<file path="config.mk">
export PLATFORM = sky130hd
export DESIGN_NAME = nco_square_top
export DESIGN_NICKNAME = d
export VERILOG_FILES = /design/src/rtl/nco_pkg.sv /design/src/rtl/nco_tune_reg.sv /design/src/rtl/nco_phase_acc.sv /design/src/rtl/nco_rise_detect.sv /design/src/rtl/nco_square_top.sv
export SDC_FILE = /design/constraint.sdc
export NUM_CORES = 1
export LEC_CHECK = 0
export ABC_AREA = 1
export CORE_ASPECT_RATIO = 0.9
export CORE_MARGIN = 5
export CORE_UTILIZATION = 41
export CTS_CLUSTER_DIAMETER = 40
export CTS_CLUSTER_SIZE = 12
export DETAILED_ROUTE_END_ITERATION = 6
export PLACE_DENSITY_LB_ADDON = 0.3
export SLEW_MARGIN = 20
export SYNTH_ARGS = -nofsm -noshare
export SYNTH_HDL_FRONTEND = slang
export SYNTH_HIERARCHICAL = 1
export SYNTH_SLANG_ARGS = --single-unit
</file>
<file path="constraint.sdc">
create_clock -name clk -period 4.31 [get_ports clk]
set_input_delay 0.431 -clock clk [delete_from_list [all_inputs] [get_ports clk]]
set_output_delay 0.431 -clock clk [all_outputs]
set_load 0.01 [all_outputs]
</file>
<file path="src/rtl/nco_pkg.sv">
// Package: shared constants and helpers for the square-wave oscillator.
// Assumes: nothing beyond standard SystemVerilog.
package nco_pkg;

    // Default phase register width; sets resolution fc/2^width.
    localparam int unsigned NCO_DEF_ACC_W = 32;

    // Rising-level test used by the edge detector.
    function automatic logic nco_is_rise(input logic now_lvl, input logic old_lvl);
        return now_lvl & ~old_lvl;
    endfunction

endpackage

</file>
<file path="src/rtl/nco_tune_reg.sv">
// Module: holds the phase increment.
// What it does: captures the incoming tuning word only on a load strobe.
// Assumes: synchronous active-low reset; the word is stable when loaded.
module nco_tune_reg #(
    parameter int unsigned ACC_W = 32
) (
    input  logic             clk,
    input  logic             rst_n,
    input  logic             load,
    input  logic [ACC_W-1:0] word_in,
    output logic [ACC_W-1:0] word_q
);

    // Capture the word on load; clear on reset.
    always_ff @(posedge clk) begin
        if (!rst_n) begin
            word_q <= '0;
        end else if (load) begin
            word_q <= word_in;
        end
    end

endmodule

</file>
<file path="src/rtl/nco_phase_acc.sv">
// Module: modulo-2^ACC_W phase accumulator.
// What it does: adds the step to the phase on enabled edges; the carry out is dropped.
// Assumes: the step is already registered, so a load never alters the step in flight.
module nco_phase_acc #(
    parameter int unsigned ACC_W = 32
) (
    input  logic             clk,
    input  logic             rst_n,
    input  logic             en,
    input  logic [ACC_W-1:0] step,
    output logic [ACC_W-1:0] phase_q
);

    logic [ACC_W-1:0] phase_nxt;

    // Wrapping sum: the width truncates the carry out.
    always_comb begin
        phase_nxt = phase_q + step;
    end

    // Advance the phase when enabled; hold otherwise.
    always_ff @(posedge clk) begin
        if (!rst_n) begin
            phase_q <= '0;
        end else if (en) begin
            phase_q <= phase_nxt;
        end
    end

endmodule

</file>
<file path="src/rtl/nco_rise_detect.sv">
// Module: rising-edge pulse generator.
// What it does: pulses for one clock when the level goes from 0 to 1.
// Assumes: the level comes from a register in the same clock domain.
module nco_rise_detect (
    input  logic clk,
    input  logic rst_n,
    input  logic lvl,
    output logic pulse
);

    import nco_pkg::*;

    logic lvl_d;

    // Remember the level of the previous cycle.
    always_ff @(posedge clk) begin
        if (!rst_n) begin
            lvl_d <= 1'b0;
        end else begin
            lvl_d <= lvl;
        end
    end

    // Pulse in the first cycle of a high level.
    always_comb begin
        pulse = nco_is_rise(lvl, lvl_d);
    end

endmodule

</file>
<file path="src/rtl/nco_square_top.sv">
// Module: numerically controlled square-wave oscillator (top).
// What it does: output rate is fc*n/2^ACC_W; the wave is the phase MSB, and
//   a tick marks each rising wave edge.
// Assumes: ACC_W >= 2; edges carry up to +/- half a clock of jitter.
module nco_square_top #(
    parameter int unsigned ACC_W = nco_pkg::NCO_DEF_ACC_W
) (
    input  logic             clk,
    input  logic             rst_n,
    input  logic             en,
    input  logic             tune_load,
    input  logic [ACC_W-1:0] tune_word,
    output logic             wave_out,
    output logic             rise_tick
);

    localparam int unsigned MSB = ACC_W - 1;

    logic [ACC_W-1:0] tune_q;
    logic [ACC_W-1:0] acc_q;

    nco_tune_reg #(.ACC_W(ACC_W)) u_tune (
        .clk     (clk),
        .rst_n   (rst_n),
        .load    (tune_load),
        .word_in (tune_word),
        .word_q  (tune_q)
    );

    nco_phase_acc #(.ACC_W(ACC_W)) u_acc (
        .clk     (clk),
        .rst_n   (rst_n),
        .en      (en),
        .step    (tune_q),
        .phase_q (acc_q)
    );

    // Square wave is the top phase bit.
    always_comb begin
        wave_out = acc_q[MSB];
    end

    nco_rise_detect u_rise (
        .clk   (clk),
        .rst_n (rst_n),
        .lvl   (wave_out),
        .pulse (rise_tick)
    );

endmodule

</file>
Word level (Yosys, flattened, before mapping)

Index checks and enable logic that the tools add are counted.

Flip-flop bits (word level): 65
Bits of input ports: 36
Output and inout port bits: 2
Logic and storage cells: 6

$add $sub $neg: 1
Bitwise operators: 2

Operators by type and width:

| kind           | number |
|---|---|
| 32-bit adder   | 1 |
| 1-bit AND      | 1 |
| 1-bit inverter | 1 |

Logic depth before layout (Yosys ltp)

Depth in word-level cells: 2
Depth in mapped cells: 13
Mapped depth without buffers: 13

Hierarchy

Netlist, hierarchy kept.

Modules (own cells, without submodules):

| module          | instances | cells each | area each (sq um) | seq. area each (sq um) |
|---|---|---|---|---|
| nco_phase_acc   | 1         | 678        | 3601.0            | 640.6 |
| nco_tune_reg    | 1         | 202        | 1335.0            | 640.6 |
| nco_rise_detect | 1         | 5          | 37.5              | 20.0 |

Worst setup path after synthesis

No wires, ideal clock.

Kind: register to register
Start point: register u_tune.word_q[0]
End point: register u_acc.phase_q[20]
Setup time: 0.109 ns
Arrival time: 1.672 ns
Data required time: 4.201 ns
Setup slack: 2.529 ns
Cell stages (with the launch flop): 13
Path buffers: 0
Period minus slack after synthesis: 1.781 ns
Cell sequence: dfxtp_1 ha_1 fa_1 nand3_1 nand3_1 nand3_1 nand3_1 nand3_1 nand2_1 nand2_1 nand3_1 nand2_1 inv_1

Cells in the longest elaborated chain, start to end: 1

Ends and longest elaborated chain:

| what                   | line                | source |
|---|---|---|
| from (decl)            | nco_tune_reg.sv:11  | `output logic [ACC_W-1:0] word_q` |
| from (signal assigned) | nco_tune_reg.sv:19  | `word_q <= word_in;` |
| 32-bit adder           | nco_phase_acc.sv:18 | `phase_nxt = phase_q + step;` |
| to (signal assigned)   | nco_phase_acc.sv:26 | `phase_q <= phase_nxt;` |
| to (decl)              | nco_phase_acc.sv:11 | `output logic [ACC_W-1:0] phase_q` |

No other way between the ends.
A chain may end at the register's enable or synchronous reset.

Final worst setup path

Same ends and word-level chain as after synthesis.

==> impl_metrics.csv <==
group,metric,value,unit
yosys,synth_nets,953,
route,routed_wl,11600,um
die,io_pins,38,
critical_path,cp.buffers_inverters,1,
timing,setup_viol,0,
critical_path,cp.arrival,2430,ps
yosys,synth_area,0.00497,sq mm
die,core,0.0120,sq mm
layout,antenna_cells,0,
critical_path,reg2reg_to,"u_acc/phase_q[20]",
global_routing,grt_max_degree,65,
critical_path,crit_path_top_delay_cell,"fa_1",
yosys,syn_inst,885,
global_routing,grt_util_all_layers,0.165,
critical_path,r2r_start,"u_tune/word_q[0]",
global_routing,grt_pass1_vias,4199,
clock_network,cts.sinks,65,
power,p_leak,3.51,nW
min_path,min-delay-start,"u_tune/word_q[3]",
clock_network,root_buffer,"clkbuf_16",
place,post-dp-hpwl,8880,um
layout,nNetsFinal,984,
yosys,synth_warnings,6,
timing,rsz0062_at_grt,"false",
route,antenna_violating_nets_post_route,0,
timing,max_slew_margin,0.294,
die,die_width,126,um
yosys,avgSynthCellArea,5.62,sq um
layout,multi_input_area,0.00283,sq mm
critical_path,critical-path-top-delay-family,"simple AND/OR/NAND/NOR gates",
clock_network,postCtsSetupBuffers,0,
power,powerDensity,332,mW/mm^2
die,fp.dieH,114,um
layout,area_delta_synth_final,15.3,%
layout,drive_gt1_frac,0.0282,
yosys,ys_seq_area_frac,0.262,
timing,tns,0,ps
route,dr.pass1.iters,7,
die,die_area,0.0144,sq mm
critical_path,r2r_slack,2110,ps
route,wl_per_cell,10.7,um
outcome,status,"finished clean",
clock_network,htreeDepth,3,
layout,final_cell_mix,"nand2_1 (303), inv_1 (184), nor2_1 (168)",
timing,max_freq,0.454,GHz
die,core.rowCount,38,
power,finalPower,1.90,mW
clock_network,clk_pin_slew_worst_paths,60,ps
yosys,ys.flop_type,"dfxtp_1",
critical_path,cp-end-kind,"flip-flop",
clock_network,clkLatencyLatePin,330,ps
die,start_util,0.415,
critical_path,cp-start-kind,"flip-flop",
critical_path,crit_type,"reg -> reg",
layout,final_common_cell,"nand2_1",
timing,clock_skew,5.56,ps
clock_network,cts_resized,0,
yosys,synth_edf_count,0,
critical_path,r2r_cells,12,
yosys,synth_top_area_cell,"dfxtp_1",
place,gp_congestion,0.980,
job,cap_violations,0,
clock_network,cts_tree,"done",
clock_network,hold_buffers,0,
global_routing,antenna_found_initial,0,
critical_path,slowest_delay,460,ps
global_routing,grt_pass1_wl,19700,um
yosys,synth_cell_types,25,
timing,period_share,0.511,
route,drc,0,
timing,hold_viol_final,0,
min_path,hp-class,"reg -> reg",
route,vias_per_cell,4.37,
yosys,synth.area.top_cells,"dfxtp_1 (26%), nand2_1 (23%), inv_1 (14%)",
critical_path,cp.required,4540,ps
place,io_buffers,37,
layout,fillers,1304,
critical_path,path_max_fanout,4,
route,vias,4727,
critical_path,path_cells,"ha_1 > fa_1 > nand3_1 > nand3_1 > nand3_1 > nand3_1 > nand3_1 > nand2_1 > nand2_1 > nand3_1 > nand2_1 > inv_1",
route,drt_iter0_drc,312,
timing,fin_crit,2200,ps
min_path,hold_depth,2,
timing,final_max_slew_viol_count,0,
yosys,synth_top_area_share,0.262,
min_path,holdPathEnd,"u_tune/word_q[3]",
clock_network,clock_path_buffers,2,
yosys,async_flop_share,0,
timing,worst_slew_pin_slew,1060,ps
clock_network,cts-buffers-inserted,9,
global_routing,gr-total-overflow,0,
layout,ff_latch_area,0.00130,sq mm
critical_path,crit_top_cell,"nand3_1",
power,peakVddDrop,0.000232,V
yosys,ys_seq_elements,65,
metrics by stage:
| step | hold WS [ps] | utilization | area [sq um] | std cells | setup slack [ps] |
|---|---|---|---|---|---|
| 5_1_grt | 487 | 0.478 | 5730 | 1081 | 1930 |
| 6_report | 475 | 0.478 | 5730 | 1081 | 2110 |
| 4_1_cts | 478 | 0.478 | 5730 | 1081 | 2130 |
| 3_3_place_gp | 468 | 0.451 | 5400 | 1065 | 1950 |
| 2_1_floorplan | 455 | - | 4970 | 885 | 2530 |
| 3_5_place_dp | 470 | 0.451 | 5400 | 1065 | 1900 |
cell families after synthesis:
logic type,share of synthesized area
buffers and inverters,0.170
XOR/XNOR,0.0264
AO/OA/AOI/OAI,0.0463
AND/OR/NAND/NOR,0.414
flip-flops,0.262
adder cells (fa/ha/maj),0.0820
registers in the layout (all words and copies together), names as in the netlist:
register	flops
u_tune/word_q	32
u_rise/lvl_d	1
u_acc/phase_q	32
worst register-to-register path, delay by kind of cell (launching register included):
family        cells  cell delay, ps
simple gates      9            1050
flops             1             310
buf+inv           1              40
fa+ha+maj         2             700
where the power goes:
| part | switching (mW) | total, mW | internal (mW) |
|---|---|---|---|
| logic | 0.254 | 0.418 | 0.165 |
| clock network | 0.278 | 0.802 | 0.524 |
| registers | 0.0310 | 0.682 | 0.651 |
synthesized netlist by cell type, drive strengths merged, types with 7 or more instances:
library cell	instances
nand2	306
ha	31
o21ai	19
nand3	43
inv	184
buf	11
nor2	171
clkbuf	7
dfxtp	65
a21oi	21
xor2	14
area by class of cell:
class                      count  share of cell area
clock buffer                  10              0.0417
clock inverter                 6              0.0157
inverter                     184               0.120
multi-input combinational    617               0.493
sequential                    65               0.227
tap                          160              0.0349
timing repair buffer          39              0.0668
metal layers:
| layer | wire length, um | share of wire | vias to the layer above | GRT usage |
|---|---|---|---|---|
| met1 | 6260 | 0.54 | 1963 | 0.238 |
| met2 | 4690 | 0.40 | 90 | 0.253 |
| met3 | 552 | 0.048 | 8 | 0.0336 |
| met5 | 0 | 0 | - | 0 |
| met4 | 121 | 0.010 | 0 | 0.0407 |
| li1 | - | - | 2666 | - |
worst max-delay path by stage:
stage	from	to	slack, ps	depth (start not counted)
after floorplan	u_tune/word_q[0]	u_acc/phase_q[20]	2530	12
after global placement	en	u_acc/phase_q[14]	1950	4
after detailed placement	en	u_acc/phase_q[12]	1900	4
after CTS	u_tune/word_q[0]	u_acc/phase_q[28]	2130	12
after global routing	u_tune/word_q[0]	u_acc/phase_q[20]	1930	12
final	u_tune/word_q[0]	u_acc/phase_q[20]	2110	12
Power figures use the tool's default switching activity.
